<file path="config.mk">
export PLATFORM = sky130hd
export DESIGN_NAME = irq_route_ctrl
export DESIGN_NICKNAME = d
export VERILOG_FILES = /design/src/rtl/irq_route_pkg.sv /design/src/rtl/irq_route_decode.sv /design/src/rtl/irq_route_bank.sv /design/src/rtl/irq_route_post.sv /design/src/rtl/irq_route_ctrl.sv
export SDC_FILE = /design/constraint.sdc
export NUM_CORES = 1
export LEC_CHECK = 0
export BUFFER_PORTS_ARGS = -buffer_cell sky130_fd_sc_hd__buf_2
export CORE_ASPECT_RATIO = 0.8
export CORE_MARGIN = 5
export CORE_UTILIZATION = 30
export DETAILED_ROUTE_END_ITERATION = 7
export PLACE_DENSITY = 0.52
export SYNTH_ARGS = -nofsm -noshare
export SYNTH_HDL_FRONTEND = slang
export SYNTH_HIERARCHICAL = 1
export SYNTH_SLANG_ARGS = --single-unit
</file>
<file path="constraint.sdc">
create_clock -name clk -period 2.4 [get_ports clk]
set_input_delay 0.24 -clock clk [delete_from_list [all_inputs] [get_ports clk]]
set_output_delay 0.24 -clock clk [all_outputs]
set_load 0.1 [all_outputs]
</file>
<file path="src/rtl/irq_route_pkg.sv">
`timescale 1ns/1ps
package irq_route_pkg;
    localparam int CPU_W    = 5;
    localparam int VEC_W    = 6;
    localparam int DATA_W   = 64;
    localparam int CPU_LSB  = 8;
    localparam int VEC_LSB  = 0;
    localparam int MASK_BIT = 2;
    localparam int CLR_BIT  = 1;
    localparam int PEND_BIT = 0;

    typedef struct packed {
        logic [CPU_W-1:0] cpu;
        logic [VEC_W-1:0] vec;
    } route_t;

    typedef enum logic [0:0] {
        PST_IDLE  = 1'b0,
        PST_ISSUE = 1'b1
    } post_state_e;
endpackage

</file>
<file path="src/rtl/irq_route_decode.sv">
`timescale 1ns/1ps
module irq_route_decode #(
    parameter int          N_SRC    = 32,
    parameter int          ADDR_W   = 16,
    parameter int unsigned CTL_BASE = 'h200,
    localparam int         IDX_W    = (N_SRC > 1) ? $clog2(N_SRC) : 1
) (
    input  logic [ADDR_W-1:0] addr,
    output logic              hit_route,
    output logic              hit_ctl,
    output logic [IDX_W-1:0]  idx
);
    localparam logic [ADDR_W:0] SPAN   = (ADDR_W+1)'(N_SRC * 8);
    localparam logic [ADDR_W:0] CTL_LO = (ADDR_W+1)'(CTL_BASE);
    localparam logic [ADDR_W:0] CTL_HI = CTL_LO + SPAN;

    logic [ADDR_W:0]   addr_x;
    logic [ADDR_W-1:0] ctl_off;

    assign addr_x    = {1'b0, addr};
    assign ctl_off   = addr - CTL_LO[ADDR_W-1:0];
    assign hit_route = addr_x < SPAN;
    assign hit_ctl   = (addr_x >= CTL_LO) && (addr_x < CTL_HI);
    assign idx       = hit_ctl ? ctl_off[IDX_W+2:3] : addr[IDX_W+2:3];
endmodule

</file>
<file path="src/rtl/irq_route_bank.sv">
`timescale 1ns/1ps
module irq_route_bank
    import irq_route_pkg::*;
#(
    parameter int  N_SRC = 32,
    localparam int IDX_W = (N_SRC > 1) ? $clog2(N_SRC) : 1
) (
    input  logic             clk,
    input  logic             rst,
    input  logic [N_SRC-1:0] dev_irq,
    input  logic             wr_route,
    input  logic             wr_ctl,
    input  logic [IDX_W-1:0] idx,
    input  logic [CPU_W-1:0] wr_cpu,
    input  logic [VEC_W-1:0] wr_vec,
    input  logic             wr_mask,
    input  logic             wr_clr,
    output route_t           route_tbl [N_SRC],
    output logic [N_SRC-1:0] mask_q,
    output logic [N_SRC-1:0] pend_q,
    output logic [N_SRC-1:0] accept
);
    for (genvar g = 0; g < N_SRC; g++) begin : g_ent
        logic   m_r;
        logic   p_r;
        route_t r_r;
        logic   sel;
        logic   acc;

        assign sel = (idx == IDX_W'(g));
        assign acc = dev_irq[g] & ~m_r;

        always_ff @(posedge clk) begin
            if (rst) begin
                m_r <= 1'b1;
                p_r <= 1'b0;
                r_r <= '0;
            end else begin
                if (wr_route && sel) begin
                    r_r.cpu <= wr_cpu;
                    r_r.vec <= wr_vec;
                end
                if (acc) begin
                    m_r <= 1'b1;
                    p_r <= 1'b1;
                end else if (wr_ctl && sel) begin
                    m_r <= wr_mask;
                    if (wr_clr) p_r <= 1'b0;
                end
            end
        end

        assign route_tbl[g] = r_r;
        assign mask_q[g]    = m_r;
        assign pend_q[g]    = p_r;
        assign accept[g]    = acc;
    end
endmodule

</file>
<file path="src/rtl/irq_route_post.sv">
`timescale 1ns/1ps
module irq_route_post
    import irq_route_pkg::*;
#(
    parameter int  N_SRC = 32,
    localparam int IDX_W = (N_SRC > 1) ? $clog2(N_SRC) : 1
) (
    input  logic             clk,
    input  logic             rst,
    input  logic [N_SRC-1:0] accept,
    input  route_t           route_tbl [N_SRC],
    output logic             post_valid,
    output logic [CPU_W-1:0] post_cpu,
    output logic [VEC_W-1:0] post_vec
);
    post_state_e      state_q;
    post_state_e      state_d;
    logic [N_SRC-1:0] wait_q;
    logic [N_SRC-1:0] pick_oh;
    logic [IDX_W-1:0] pick_idx;
    logic             any_wait;
    route_t           held_q;

    assign any_wait = |wait_q;
    assign pick_oh  = wait_q & (~wait_q + N_SRC'(1));

    always_comb begin
        pick_idx = '0;
        for (int i = N_SRC - 1; i >= 0; i--) begin
            if (wait_q[i]) pick_idx = IDX_W'(i);
        end
    end

    always_comb begin
        state_d = state_q;
        unique case (state_q)
            PST_IDLE:  state_d = any_wait ? PST_ISSUE : PST_IDLE;
            PST_ISSUE: state_d = any_wait ? PST_ISSUE : PST_IDLE;
        endcase
    end

    always_ff @(posedge clk) begin
        if (rst) state_q <= PST_IDLE;
        else     state_q <= state_d;
    end

    always_ff @(posedge clk) begin
        if (rst) begin
            wait_q <= '0;
            held_q <= '0;
        end else begin
            wait_q <= (wait_q & ~pick_oh) | accept;
            if (any_wait) held_q <= route_tbl[pick_idx];
        end
    end

    always_comb begin
        post_valid = (state_q == PST_ISSUE);
        post_cpu   = post_valid ? held_q.cpu : '0;
        post_vec   = post_valid ? held_q.vec : '0;
    end
endmodule

</file>
<file path="src/rtl/irq_route_ctrl.sv">
`timescale 1ns/1ps
module irq_route_ctrl
    import irq_route_pkg::*;
#(
    parameter int          N_SRC    = 32,
    parameter int          ADDR_W   = 16,
    parameter int unsigned CTL_BASE = 'h200
) (
    input  logic              clk,
    input  logic              rst,
    input  logic [N_SRC-1:0]  dev_irq,
    input  logic              reg_en,
    input  logic              reg_we,
    input  logic [ADDR_W-1:0] reg_addr,
    input  logic [63:0]       reg_wdata,
    output logic [63:0]       reg_rdata,
    output logic              reg_err,
    output logic              post_valid,
    output logic [4:0]        post_cpu,
    output logic [5:0]        post_vec
);
    localparam int IDX_W = (N_SRC > 1) ? $clog2(N_SRC) : 1;

    logic             hit_route;
    logic             hit_ctl;
    logic [IDX_W-1:0] idx;
    logic             wr_route;
    logic             wr_ctl;
    route_t           route_tbl [N_SRC];
    logic [N_SRC-1:0] mask_q;
    logic [N_SRC-1:0] pend_q;
    logic [N_SRC-1:0] accept;
    logic [63:0]      rd_word;
    logic             unused_wbits;

    assign unused_wbits = ^{reg_wdata[63:13], reg_wdata[7:6]};

    irq_route_decode #(.N_SRC(N_SRC), .ADDR_W(ADDR_W), .CTL_BASE(CTL_BASE)) u_dec (
        .addr      (reg_addr),
        .hit_route (hit_route),
        .hit_ctl   (hit_ctl),
        .idx       (idx)
    );

    assign wr_route = reg_en & reg_we & hit_route;
    assign wr_ctl   = reg_en & reg_we & hit_ctl;

    irq_route_bank #(.N_SRC(N_SRC)) u_bank (
        .clk       (clk),
        .rst       (rst),
        .dev_irq   (dev_irq),
        .wr_route  (wr_route),
        .wr_ctl    (wr_ctl),
        .idx       (idx),
        .wr_cpu    (reg_wdata[CPU_LSB +: CPU_W]),
        .wr_vec    (reg_wdata[VEC_LSB +: VEC_W]),
        .wr_mask   (reg_wdata[MASK_BIT]),
        .wr_clr    (reg_wdata[CLR_BIT]),
        .route_tbl (route_tbl),
        .mask_q    (mask_q),
        .pend_q    (pend_q),
        .accept    (accept)
    );

    irq_route_post #(.N_SRC(N_SRC)) u_post (
        .clk        (clk),
        .rst        (rst),
        .accept     (accept),
        .route_tbl  (route_tbl),
        .post_valid (post_valid),
        .post_cpu   (post_cpu),
        .post_vec   (post_vec)
    );

    always_comb begin
        rd_word = '0;
        if (hit_route) begin
            rd_word[CPU_LSB +: CPU_W] = route_tbl[idx].cpu;
            rd_word[VEC_LSB +: VEC_W] = route_tbl[idx].vec;
        end else if (hit_ctl) begin
            rd_word[MASK_BIT] = mask_q[idx];
            rd_word[PEND_BIT] = pend_q[idx];
        end
    end

    always_ff @(posedge clk) begin
        if (rst) begin
            reg_rdata <= '0;
            reg_err   <= 1'b0;
        end else begin
            reg_err <= reg_en & ~(hit_route | hit_ctl);
            if (reg_en && !reg_we) reg_rdata <= rd_word;
        end
    end
endmodule

</file>
==> results.md, run 1 <==
- Status: finished, violations left
- Failing checks: setup timing
- Synth cell types: 75
- Max FO, Critical Path: 14
- Slowest CP cell: nor4_4
- Hold WS: 0.03947 ns
- Clock power share: 47.5%
- Share of cells above drive strength 1: 30.88%
- Compound-cell area share of the yosys netlist: 9.622%
- Clk slew on worst S/H paths: 0.06 ns
- Final hold viol count: 0
- Crit start category: register
- Clock Tree Buf Depth: 3
- Synth Register Bits: 472
- Worst setup path startpoint: u_post/wait_q[27]
- Tmin final: 2.905 ns
- Count leader, synth: mux2i_1
- RSZ-0062 raised after global routing: true
- Leakage: 14.92 nW
- Switching share of power: 25.55%
- CP max stage delay: 0.39 ns
- Total congestion overflow: 0
- Clock sinks: 472
- Initial antenna violation count: 4
- Ys flop type: dfxtp_1
- Crit path cell chain: nor2_2, a221oi_4, buf_4, buf_4, o211a_4, o211a_4, buf_12, buf_6, a21oi_1, a221oi_2, buf_4, nor4_4, a211oi_2
- Routed Antenna Nets: 0
- Internal: 12.95 mW
- Synth Area in XOR/XNOR: 0%
- Insertion delay to the later sink of the worst-skew pair: 0.62 ns
- Initial DRT Pass Iterations: 5
- Footprint of the multi-input gates: 16550 um^2
- Data arrival, critical path: 3.38 ns
- Port Buffer Count: 83
- Post-synthesis mux area share: 26.95%
- Core Util, Final: 37.98%
- Nets: 3024
- Die Wd: 343.8 um
- Vias in the first global route: 20800
- Tightest Pin Transition: 1.031 ns
- CP endpoint kind: register
- Top Ports: 193
- Initial Util: 30.07%
- Met2 Use GR: 29.57%
- Mean Syn Cell Area: 9.898 um^2
- DR WL/cell: 23.92 um
- Met3 usage: 4.458%
- Post-Synthesis Cells: 2701
- Critical path class: register to register
- Grt met1 use: 28.40%
- Number of buffers created by CTS: 53
- Post-Synth Adder-Cell Area: 0%
- Post-synthesis simple-gate area fraction: 18.78%
- Power per Cell Area: 515.1 nW/um^2
- Root buffer selected by CTS: clkbuf_16
- Fmax: 344.2 MHz
- Via count: 21720
- Rel. slew slack: 31.11%
- Top post-synthesis cells by area: dfxtp_1 35%, mux2i_1 18%, nand2b_1 8.7%
- Hold Crit Class: input port to register
- Synth top cells by count: 487 x mux2i_1, 472 x dfxtp_1, 371 x nand2b_1
- # DRC: 0
- Initial DRC Count: 1903
- CTS tree: done
- Final worst slack: -0.5051 ns
- # Max-Cap Violations: 0
- DIE HEIGHT: 277.0 um
- Data required time at the worst endpoint: 2.88 ns
- GRT busiest layer: met2
- Detailed placement HPWL: 67280 um
- DR vias/cell: 5.237
- Synth-to-Final Area Change: 26.29%
- Die area: 95230 um^2
- R2r setup slk: -0.51 ns
- Largest net degree at the start of global routing: 137
- Placement Rows: 98
- Fin crit share: 121.0%
- Clock Skews: 0.04437 ns
- Post-synth ARST share: 0%
- Cell mode on critical path: buf_4
- Seq/Total Area, Yosys: 35.34%
- Final wirelength: 99230 um
- Core area: 88900 um^2
- Final GP Congestion: 0.8765
- Synth Warn #: 6
- Comb power frac: 7.5%
- Htree depth: 2
- Reg-to-reg startpoint: u_post/wait_q[27]
- Max VDD drop: 0.0005727 V
- Fillers: 8754
- Largest area contributor in the netlist: dfxtp_1
- Slew Viols, Final: 0
- Register area: 9472 um^2
- Hold Crit Start: dev_irq[9]
- Global-route usage over all layers: 19.83%
- Count of final setup violators: 11
- Psw: 4.444 mW
- Post-synth EDFFs: 0
- Top-area cell type share of the netlist area: 35.34%
- Main combinational cell family by area after synthesis: multiplexers
- Mapped Area: 26740 um^2
- First-pass GRT wire length: 143300 um
- Share of total power in sequential cells: 45.0%
[power by group through the flow]
stage,sequential [mW],combinational [mW],clock [mW]
after floorplan,8.02,0.982,0
after global placement,8.01,1.28,0
after detailed placement,8.01,1.28,0
after CTS,7.83,1.29,8.42
after global routing,7.83,1.34,8.74
final,7.83,1.30,8.26
[area by class of cell]
class | instances | area share [%]
tap | 1200 | 4.447
multi-input combinational | 1883 | 49.01
timing repair buffer | 479 | 13.16
antenna | 1 | 0.007411
sequential | 472 | 28.05
inverter | 19 | 0.2112
clock inverter | 14 | 0.5262
clock buffer | 80 | 4.588
[worst max-delay path, delay by kind of cell (launching register included)]
kind,cells,cell delay (ns)
AO/OA/AOI/OAI,6,1.07
buffers and inverters,5,0.77
flip-flops,1,0.36
AND/OR/NAND/NOR,2,0.54
[state kept, by name (all words and copies together) (netlist names)]
signal / count
u_post/held_q: 11
reg_err: 1
u_post/post_valid: 1
u_bank/g_ent.p_r: 32
u_bank/route_tbl: 352
u_post/wait_q: 32
u_bank/g_ent.m_r: 32
reg_rdata: 11
[per-stage QoR]
| step | worst slack (ns) | setup TNS, ns | cell area (um^2) | power (mW) | cells |
|---|---|---|---|---|---|
| final | -0.5051 | -4.702 | 33760 | 17.39 | 4148 |
| after detailed placement | -1.032 | -9.229 | 29510 | 9.289 | 3996 |
| after floorplan | 0.01118 | 0 | 26930 | 8.998 | 2753 |
| after global routing | -0.5872 | -5.706 | 33760 | 17.91 | 4147 |
| after global placement | -1.017 | -9.179 | 29510 | 9.294 | 3996 |
| after CTS | -0.4513 | -4.431 | 32750 | 17.54 | 4130 |
[routing by layer]
metal,routed length [um],vias up
met5,41,-
met4,3362,8
met3,7591,186
met2,42940,777
met1,45300,10830
li1,-,9924
[layout by cell type, fill, tap and decap left out, drive strengths merged, types with 38 or more instances in the layout]
cell type  Yosys  final
mux2i        487    487
dfxtp        472    472
buf          269    469
nand2b       371    371
nand2        129    130
nor2         121    121
a21oi        110    110
mux4          97     97
clkbuf       111     85
nor3          71     71
a221oi        56     56
o21ai         54     54
conb           1     53
nor2b         41     41
o211ai        38     38
[cell families (layout without fill, tap and decap cells)]
family          Yosys count  in the layout
other cells               1             54
flops                   472            472
compound gates          369            369
buf+inv                 399            592
simple gates            863            864
mux                     597            597
[worst paths after layout]
kind,endpoint,depth (start not counted)
max,u_post/held_q[4],13
min,u_post/wait_q[9],4
max reg2reg,u_post/held_q[4],13
min reg2reg,reg_rdata[9],1
[repair_timing]
item / 4_1_cts / 5_1_grt
pin swaps: 47 / 41
gates resized for setup: 187 / 144
setup buffers: 39 / 21
endpoints found under the hold margin: 23 / 0
setup endpoints to repair: 13 / 17
hold buffers: 3 / 0
cloned: 7 / 5
(Power assumes the default switching activity.)
==> inputs of run 2 (changes only) <==
--- a/config.mk
+++ b/config.mk
@@ -11,6 +11,7 @@
 export CORE_UTILIZATION = 30
 export DETAILED_ROUTE_END_ITERATION = 7
 export PLACE_DENSITY = 0.52
+export REMOVE_ABC_BUFFERS = 1
 export SYNTH_ARGS = -nofsm -noshare
 export SYNTH_HDL_FRONTEND = slang
 export SYNTH_HIERARCHICAL = 1
==> run 2 against run 1 <==
  * The flow still finishes with violations (setup timing)
  * Cell count is 0.53% lower
  * Hold slack improved by 0.019 ns
  * Sequential share of layout area grew 0.49 points
  * Non-clock buffer count shrank 27
  * Via count is 0.94% lower
  * Clock power up 5.6%
  * Die area did not move
  * Global-route usage is 0.49 points lower
  * Wire length down 2.1%
  * Sequential power about the same
  * Worst setup slack improved by 0.031 ns
  * Critical path type unchanged
==> results.md, run 2 (synthesis gave the netlist of run 1 again) <==
- Rel. slew slack: 32.04%
- Clock Tree Buf Depth: 3
- Max FO, Critical Path: 8
- Max VDD drop: 0.0004224 V
- Placement Rows: 98
- Insertion delay to the later sink of the worst-skew pair: 0.63 ns
- Data required time at the worst endpoint: 2.94 ns
- Hold Crit Start: dev_irq[27]
- Clock sinks: 472
- Initial DRT Pass Iterations: 5
- Comb power frac: 7.5%
- Psw: 4.551 mW
- Fmax: 348.0 MHz
- Reg-to-reg startpoint: u_post/wait_q[31]
- Failing checks: setup timing
- Critical path class: register to register
- Post-route cell area: 33220 um^2
- Final worst slack: -0.4736 ns
- Hold Crit Class: input port to register
- CP endpoint kind: register
- Switching share of power: 25.43%
- Clock power share: 48.7%
- Final wirelength: 97110 um
- Htree depth: 2
- Largest register FFs: 352
- Crit start category: register
- Internal: 13.34 mW
- Power per Cell Area: 538.7 nW/um^2
- DR vias/cell: 5.215
- Total congestion overflow: 0
- Tmin final: 2.874 ns
- Via count: 21520
- Commonest non-fill, non-tap cell in the layout: mux2i_1
- Die area: 95230 um^2
- Routed Antenna Nets: 0
- Global-route usage over all layers: 19.34%
- Data arrival, critical path: 3.41 ns
- CTS tree: done
- Clock Skews: 0.02631 ns
- # DRC: 0
- Placed Instance Area: 29550 um^2
- Tightest Pin Transition: 1.015 ns
- Crit path capture: u_post/held_q[3]
- R2R cell count: 14
- Initial DRC Count: 2115
- Detailed placement HPWL: 65720 um
- Worst setup path startpoint: u_post/wait_q[31]
- FF-to-FF End: u_post/held_q[3]
- DIE HEIGHT: 277.0 um
- Root buffer selected by CTS: clkbuf_16
- Slew Viols, Final: 0
- DR WL/cell: 23.54 um
- Final hold viol count: 0
- Die Wd: 343.8 um
- Initial antenna violation count: 6
- Hold WS: 0.05880 ns
- Fin crit share: 119.7%
- Synth-to-Final Area Change: 24.26%
- First-pass GRT wire length: 139600 um
- Share of total power in sequential cells: 43.7%
- Top Ports: 193
- Core area: 88900 um^2
- Fillers: 8772
- RSZ-0062 raised after global routing: true
- Largest net degree at the start of global routing: 63
- Status: finished, violations left
- Final GP Congestion: 0.8831
- Initial Util: 30.07%
- Share of cells above drive strength 1: 30.17%
- Vias in the first global route: 20310
- Port Buffer Count: 83
- Leakage: 14.80 nW
- Count of final setup violators: 11
- Pre-CTS setup slack: -0.9304 ns
- Commonest non-fill, non-tap cells in the layout: 466 x mux2i_1, 455 x dfxtp_1, 369 x nand2b_1
- Total Power: 17.90 mW
- # Max-Cap Violations: 0
- Clk slew on worst S/H paths: 0.06 ns
- R2r setup slk: -0.47 ns
- Number of buffers created by CTS: 53
- Nets: 2997
[run 2: power by group through the flow]
stage          logic, mW  clock network (mW)  registers (mW)
2_1_floorplan      0.699                   0            8.02
3_3_place_gp        1.33                   0            8.01
3_5_place_dp        1.33                   0            8.01
4_1_cts             1.33                8.87            7.83
5_1_grt             1.40                9.22            7.82
6_report            1.34                8.72            7.83
[run 2: metal layers]
metal / part of all wire [%] / up-vias / routed length (um) / track usage (%)
met2: 41 / 799 / 39730 / 26.80
met1: 48 / 10730 / 46770 / 29.64
met4: 2.4 / 0 / 2337 / 4.728
met5: 0 / - / 0 / 0
met3: 8.5 / 130 / 8267 / 4.842
li1: - / 9856 / - / -
[run 2: final cells by class]
cell class / instances / area [um^2] / area share [%]
timing repair buffer: 452 / 4210 / 12.67
antenna: 3 / 7.507 / 0.02260
inverter: 19 / 71.32 / 0.2147
clock inverter: 21 / 254.0 / 0.7646
tap: 1200 / 1501 / 4.520
clock buffer: 76 / 1585 / 4.772
sequential: 472 / 9483 / 28.55
multi-input combinational: 1883 / 16110 / 48.49
[run 2: critical path, cell delays in order, from the launching register on]
cell and delay [ns]:
dfxtp_2 0.34, buf_6 0.10, nand2b_4 0.06, a221oi_4 0.32
buf_4 0.17, o211a_4 0.20, buf_6 0.10, o211a_4 0.30
buf_12 0.18, buf_12 0.13, buf_12 0.12, a21oi_1 0.08
a221oi_2 0.44, nor4_2 0.09, nor4_2 0.13
[run 2: stage by stage]
stage / TNS, ns / utilization, % / std cells
after global routing: -4.826 / 37.36 / 4124
final: -4.268 / 37.37 / 4126
after CTS: -4.015 / 36.34 / 4098
after global placement: -6.223 / 33.24 / 3971
after detailed placement: -6.333 / 33.24 / 3971
after floorplan: -18.72 / - / 2373
[run 2: what timing repair did]
action	4_1_cts	5_1_grt
buffers inserted	27	30
setup endpoints to repair	13	14
pin swaps	35	68
cloned	4	5
hold endpoints to repair	4	0
resized for setup	106	147
hold buffers	2	0
[run 2: how the worst min path moves through the flow]
stage	end	slack, ns	cells past startpoint
global route	u_post/wait_q[29]	0.05	4
detailed placement	u_bank/route_tbl[103]	0.48	2
CTS	u_post/wait_q[29]	0.02	4
global placement	u_bank/route_tbl[344]	0.47	2
finish	u_post/wait_q[27]	0.06	4
floorplan	u_post/wait_q[13]	0.31	1
